`src/rtl/tod_pkg.sv`:
```
// Package: address map shared by the register decode and the read port.
package tod_pkg;
    typedef enum logic [2:0] {
        ADDR_CTRL = 3'd0,
        ADDR_TLO  = 3'd1,
        ADDR_THI  = 3'd2,
        ADDR_ILO  = 3'd3,
        ADDR_IHI  = 3'd4
    } tod_addr_e;
endpackage

```
`src/rtl/tod_regif.sv`:
```
// Register write decode.
// Holds the enable bit and the active increment, and stages the low words.
// A high-word write produces a load (time) or a commit (increment).
// Assumes at most one write per cycle.
module tod_regif
    import tod_pkg::*;
#(
    parameter int REG_W = 32
) (
    input  logic               clk,
    input  logic               rst_n,
    input  logic               wr,
    input  logic [2:0]         addr,
    input  logic [REG_W-1:0]   wdata,
    output logic               en,
    output logic [2*REG_W-1:0] inc,
    output logic               load_en,
    output logic [2*REG_W-1:0] load_val
);
    logic [REG_W-1:0] stage_tlo;
    logic [REG_W-1:0] stage_ilo;

    // A time load fires on the high-word write and joins it with the staged low word.
    always_comb begin
        load_en  = wr && (addr == ADDR_THI);
        load_val = {wdata, stage_tlo};
    end

    // Control bit, staged low words and increment commit.
    always_ff @(posedge clk) begin
        if (!rst_n) begin
            en        <= 1'b0;
            inc       <= '0;
            stage_tlo <= '0;
            stage_ilo <= '0;
        end else if (wr) begin
            case (addr)
                ADDR_CTRL: en        <= wdata[0];
                ADDR_TLO:  stage_tlo <= wdata;
                ADDR_ILO:  stage_ilo <= wdata;
                ADDR_IHI:  inc       <= {wdata, stage_ilo};
                default:   ;
            endcase
        end
    end
endmodule

```
`src/rtl/tod_accum.sv`:
```
// Time accumulator: {nanoseconds, fraction}.
// A load takes priority over the tick of the same cycle and clears the fraction.
// The increment has REG_W integer bits and REG_W fractional bits.
module tod_accum #(
    parameter int REG_W = 32
) (
    input  logic               clk,
    input  logic               rst_n,
    input  logic               en,
    input  logic [2*REG_W-1:0] inc,
    input  logic               load_en,
    input  logic [2*REG_W-1:0] load_val,
    output logic [2*REG_W-1:0] time_ns
);
    localparam int NS_W   = 2 * REG_W;
    localparam int FRAC_W = REG_W;
    localparam int ACC_W  = NS_W + FRAC_W;
    localparam int PAD_W  = ACC_W - 2 * REG_W;

    logic [ACC_W-1:0] acc;

    // Load, or advance by the increment while enabled.
    always_ff @(posedge clk) begin
        if (!rst_n) begin
            acc <= '0;
        end else if (load_en) begin
            acc <= {load_val, {FRAC_W{1'b0}}};
        end else if (en) begin
            acc <= acc + {{PAD_W{1'b0}}, inc};
        end
    end

    // The visible count is the integer part only.
    assign time_ns = acc[ACC_W-1:FRAC_W];
endmodule

```
`src/rtl/tod_readport.sv`:
```
// Registered read port.
// A time low-word read freezes the upper half into a shadow, and a high-word read returns it.
// Unmapped addresses read as zero.
module tod_readport
    import tod_pkg::*;
#(
    parameter int REG_W = 32
) (
    input  logic               clk,
    input  logic               rst_n,
    input  logic               rd,
    input  logic [2:0]         addr,
    input  logic               en,
    input  logic [2*REG_W-1:0] inc,
    input  logic [2*REG_W-1:0] time_ns,
    output logic [REG_W-1:0]   rdata
);
    logic [REG_W-1:0] shadow_hi;

    // Select the addressed word and update the shadow on low-word reads.
    always_ff @(posedge clk) begin
        if (!rst_n) begin
            rdata     <= '0;
            shadow_hi <= '0;
        end else if (rd) begin
            case (addr)
                ADDR_CTRL: rdata <= {{(REG_W-1){1'b0}}, en};
                ADDR_TLO: begin
                    rdata     <= time_ns[REG_W-1:0];
                    shadow_hi <= time_ns[2*REG_W-1:REG_W];
                end
                ADDR_THI:  rdata <= shadow_hi;
                ADDR_ILO:  rdata <= inc[REG_W-1:0];
                ADDR_IHI:  rdata <= inc[2*REG_W-1:REG_W];
                default:   rdata <= '0;
            endcase
        end
    end
endmodule

```
`src/rtl/tod_clock.sv`:
```
// Top level: nanosecond time-of-day counter with fractional increment.
// Register decode, accumulator and read port are instantiated here.
// time_ns feeds external capture logic directly.
module tod_clock #(
    parameter int REG_W = 32
) (
    input  logic               clk,
    input  logic               rst_n,
    input  logic               reg_wr,
    input  logic               reg_rd,
    input  logic [2:0]         reg_addr,
    input  logic [REG_W-1:0]   reg_wdata,
    output logic [REG_W-1:0]   reg_rdata,
    output logic [2*REG_W-1:0] time_ns
);
    logic               en_w;
    logic [2*REG_W-1:0] inc_w;
    logic               load_w;
    logic [2*REG_W-1:0] load_val_w;

    tod_regif #(.REG_W(REG_W)) u_regif (
        .clk      (clk),
        .rst_n    (rst_n),
        .wr       (reg_wr),
        .addr     (reg_addr),
        .wdata    (reg_wdata),
        .en       (en_w),
        .inc      (inc_w),
        .load_en  (load_w),
        .load_val (load_val_w)
    );

    tod_accum #(.REG_W(REG_W)) u_accum (
        .clk      (clk),
        .rst_n    (rst_n),
        .en       (en_w),
        .inc      (inc_w),
        .load_en  (load_w),
        .load_val (load_val_w),
        .time_ns  (time_ns)
    );

    tod_readport #(.REG_W(REG_W)) u_readport (
        .clk     (clk),
        .rst_n   (rst_n),
        .rd      (reg_rd),
        .addr    (reg_addr),
        .en      (en_w),
        .inc     (inc_w),
        .time_ns (time_ns),
        .rdata   (reg_rdata)
    );
endmodule

```
`config.mk`:
```
export PLATFORM = sky130hd
export DESIGN_NAME = tod_clock
export DESIGN_NICKNAME = d
export VERILOG_FILES = /design/src/rtl/tod_pkg.sv /design/src/rtl/tod_regif.sv /design/src/rtl/tod_accum.sv /design/src/rtl/tod_readport.sv /design/src/rtl/tod_clock.sv
export SDC_FILE = /design/constraint.sdc
export NUM_CORES = 1
export LEC_CHECK = 0
export BUFFER_PORTS_ARGS = -buffer_cell sky130_fd_sc_hd__buf_4
export CORE_AREA = 2 2 188 226
export CTS_BUF_LIST = sky130_fd_sc_hd__clkbuf_16
export DETAILED_ROUTE_END_ITERATION = 16
export DIE_AREA = 0 0 190 228
export PLACE_DENSITY = 0.62
export REMOVE_ABC_BUFFERS = 1
export SLEW_MARGIN = 40
export SYNTH_ARGS = -nofsm -noshare
export SYNTH_HDL_FRONTEND = slang
export SYNTH_SLANG_ARGS = --single-unit
export TNS_END_PERCENT = 30
```
`constraint.sdc`:
```
create_clock -name clk -period 3.6 [get_ports clk]
set_clock_uncertainty 0.15 [all_clocks]
set_input_delay 0.36 -clock clk [delete_from_list [all_inputs] [get_ports clk]]
set_output_delay 0.36 -clock clk [all_outputs]
set_load 0.01 [all_outputs]
```
==> metrics.md <==
| Metric | Value |
|---|---|
| 1st-pass router iterations | 5 |
| Max VDD drop | 0.291 mV |
| Crit-path max FO | 5 |
| Clock sink total | 289 |
| Final #Nets | 2368 |
| Max Clk Rate | 0.286 GHz |
| Post-synth EDFFs | 0 |
| Inst Count DP | 2741 |
| Synthesized cell area | 16300 um^2 |
| Leak Pwr | 7.37 nW |
| Die Wd | 190 um |
| HPWL Detailed | 45100 um |
| Share of layout cells above drive strength 1 | 15.4% |
| Hold Path Origin | reg_wdata[10] |
| Internal reg-to-reg setup slack | 0.11 ns |
| CP arrival | 3.80 ns |
| Final-report max-slew violation count | 0 |
| CP startpoint kind | register |
| DR vias | 16300 |
| Layout area overhead | 19.1% |
| Final cycle utilization of the critical path | 97.0% |
| Tot GR Track Use | 28.0% |
| Core ar. | 41300 um^2 |
| Main synth FF type | dfxtp_1 |
| Total Power | 7.20 mW |
| Largest net degree at the start of global routing | 113 |
| Path depth of the worst reg2reg path | 13 |
| Insertion delay to the later sink of the worst-skew pair | 0.53 ns |
| Critical Path RT | 3.90 ns |
| Gr ovfl total | 0 |
| Fin crit period | 3.49 ns |
| Port buffer count | 134 |
| Worst reg2reg path endpoint | u_accum.acc[74]$_SDFFE_PN0P_ |
| Synth Area per Inst | 7.54 um^2 |
| Antenna violations before repair | 0 |
| Layout Utilization | 46.8% |
| Commonest non-fill, non-tap cells in the layout | 416 x nand2_1, 364 x a21oi_1, 287 x dfxtp_1 |
| Yosys reg bits | 289 |
| Diodes inserted | 0 |
| Die ar. | 43300 um^2 |
| Max_slew headroom | 50.1% |
| Num rows | 82 |
| Synth warn | 0 |
| DRC | 0 |
| Final GP Congestion | 0.959 |
| TritonCTS Buffers | 34 |
| Commonest non-fill, non-tap cell in the layout | nand2_1 |
| Max_cap viols | 0 |
| Non-filler instance count after layout | 2833 |
| CTS tree | yes |
| CTS clk-pin slew, worst paths | 0.06 ns |
| Via/cell ratio | 5.76 |
| Dpl ws | -0.00610 ns |
| Hold Path Depth | 3 |
| H-tree Lvls | 2 |
| Reg2reg start | u_regif.inc[0]$_SDFFE_PN0P_ |
| Drt total wl | 62000 um |
| Die height | 228 um |
| Min-delay worst type | in -> reg |
| Cells after Synth | 2157 |
| Slew @ Worst Pin | 0.749 ns |
| Routed len/inst | 21.9 um |
| # IOs | 135 |
| Vias in the first global route | 15800 |
| Status | finished clean |
| DRT antenna net count | 0 |
| # setup viols final | 0 |
| Seq/Total Area, Yosys | 35.6% |
| Initial Util | 39.3% |
| Deepest clock path buffer count | 3 |
| CP Class | reg -> reg |
| Fin. Hold Viols | 0 |
| Hold EP | u_regif.stage_ilo[10]$_SDFFE_PN0P_ |
| Total Neg Setup Slack | 0 ns |
| Starting DRC count in detailed routing | 1262 |
| First-pass GRT wire length | 93600 um |
| PD cells | 372 nW/um^2 |
| Critical Path End Type | register |
| Clk root buf | clkbuf_16 |
| Post-synth ARST share | 0% |
| Netlist cell types | 76 |
| Setup slack after layout | 0.108 ns |
| Fill cells | 4206 |
metal layers:
layer / global-route usage, % / wire (um)
met5: 0 / 0
met1: 34.4 / 25300
met4: 13.0 / 3000
met2: 47.8 / 29900
met3: 4.57 / 3870
cell type report:
class                           instances  area [um^2]  area share [%]
Clock buffer                           35          876            4.52
Clock inverter                         24          155           0.801
Inverter                               30          118           0.607
Multi-Input combinational cell       1624         9470            48.9
Sequential cell                       289         5790            29.9
Tap cell                              546          683            3.53
Timing Repair Buffer                  285         2270            11.7
how the worst max path moves through the flow:
stage                              endpoint  cells after the start  slack (ns)                         start
6_report       u_accum.acc[74]$_SDFFE_PN0P_                     13        0.11   u_regif.inc[0]$_SDFFE_PN0P_
5_1_grt        u_accum.acc[89]$_SDFFE_PN0P_                     12       -0.04  u_regif.inc[22]$_SDFFE_PN0P_
4_1_cts        u_accum.acc[94]$_SDFFE_PN0P_                     13       0.006   u_regif.inc[0]$_SDFFE_PN0P_
3_5_place_dp   u_accum.acc[92]$_SDFFE_PN0P_                     13      -0.006   u_regif.inc[0]$_SDFFE_PN0P_
3_3_place_gp   u_accum.acc[55]$_SDFFE_PN0P_                     10       -0.03  u_regif.inc[15]$_SDFFE_PN0P_
2_1_floorplan  u_accum.acc[86]$_SDFFE_PN0P_                      7       -2.59                   reg_addr[0]
cells by family (layout without fill, tap and decap cells):
family	Yosys count	count (layout)	synth area share (%)
flops	289	289	35.6
buf+inv	244	374	7.23
simple gates	755	755	20.6
fa+ha+maj	65	65	5.05
xor+xnor	66	66	3.56
compound gates	698	698	25.5
mux	40	40	2.48
flip-flops by register name, summed over array words and instances (netlist names):
register and flops:
u_regif.en 1, u_accum.acc 96, u_regif.stage_tlo 32, u_regif.inc 64, u_regif.stage_ilo 32, u_readport.rdata 32
u_readport.shadow_hi 32
through the flow:
| stage | hold WS, ns | cell area, um^2 |
|---|---|---|
| floorplan | 0.282 | 15200 |
| global placement | 0.286 | 17800 |
| detailed placement | 0.293 | 17800 |
| CTS | 0.00763 | 19200 |
| global route | 0.0310 | 19400 |
| finish | 0.0223 | 19400 |
where the power goes:
group	internal (mW)	switching, mW
sequential	3.26	0.0663
clock	1.84	1.43
combinational	0.218	0.383
total	5.32	1.88
critical path: stages (launching register included):
cell and delay (ns):
dfxtp_4 0.37, ha_2 0.21, fa_2 0.39, nand4_1 0.09, o211ai_1 0.27, nand4_1 0.23, a31oi_1 0.12, buf_4 0.19
a211o_1 0.32, a311o_1 0.33, and3_1 0.19, buf_4 0.17, and4_1 0.21, nor3_2 0.16
synth_stat cells, drive strengths merged, types with 21 or more instances:
cell type  number  area share (%)
a211oi         22             1.0
a21o           26             1.2
a21oi         366              11
a22oi          64             3.0
a31oi          21            0.81
buf            79             3.4
clkbuf        135             3.1
dfxtp         289              36
ha             64             4.9
inv            30            0.69
mux2i          38             2.3
nand2         419             9.7
nand3          22            0.68
nand4          41             1.7
nor2          140             3.2
nor3           25            0.77
o21ai         106             3.3
xnor2          32             1.7
xor2           34             1.8
timing repair:
action	in CTS	in global routing
hold endpoints to repair	99	0
endpoints found under the setup margin	3	34
pin swaps	0	11
hold buffers	31	0
resized for setup	2	30
setup buffers	0	2
Note: power is estimated with default switching activity, not from simulation.
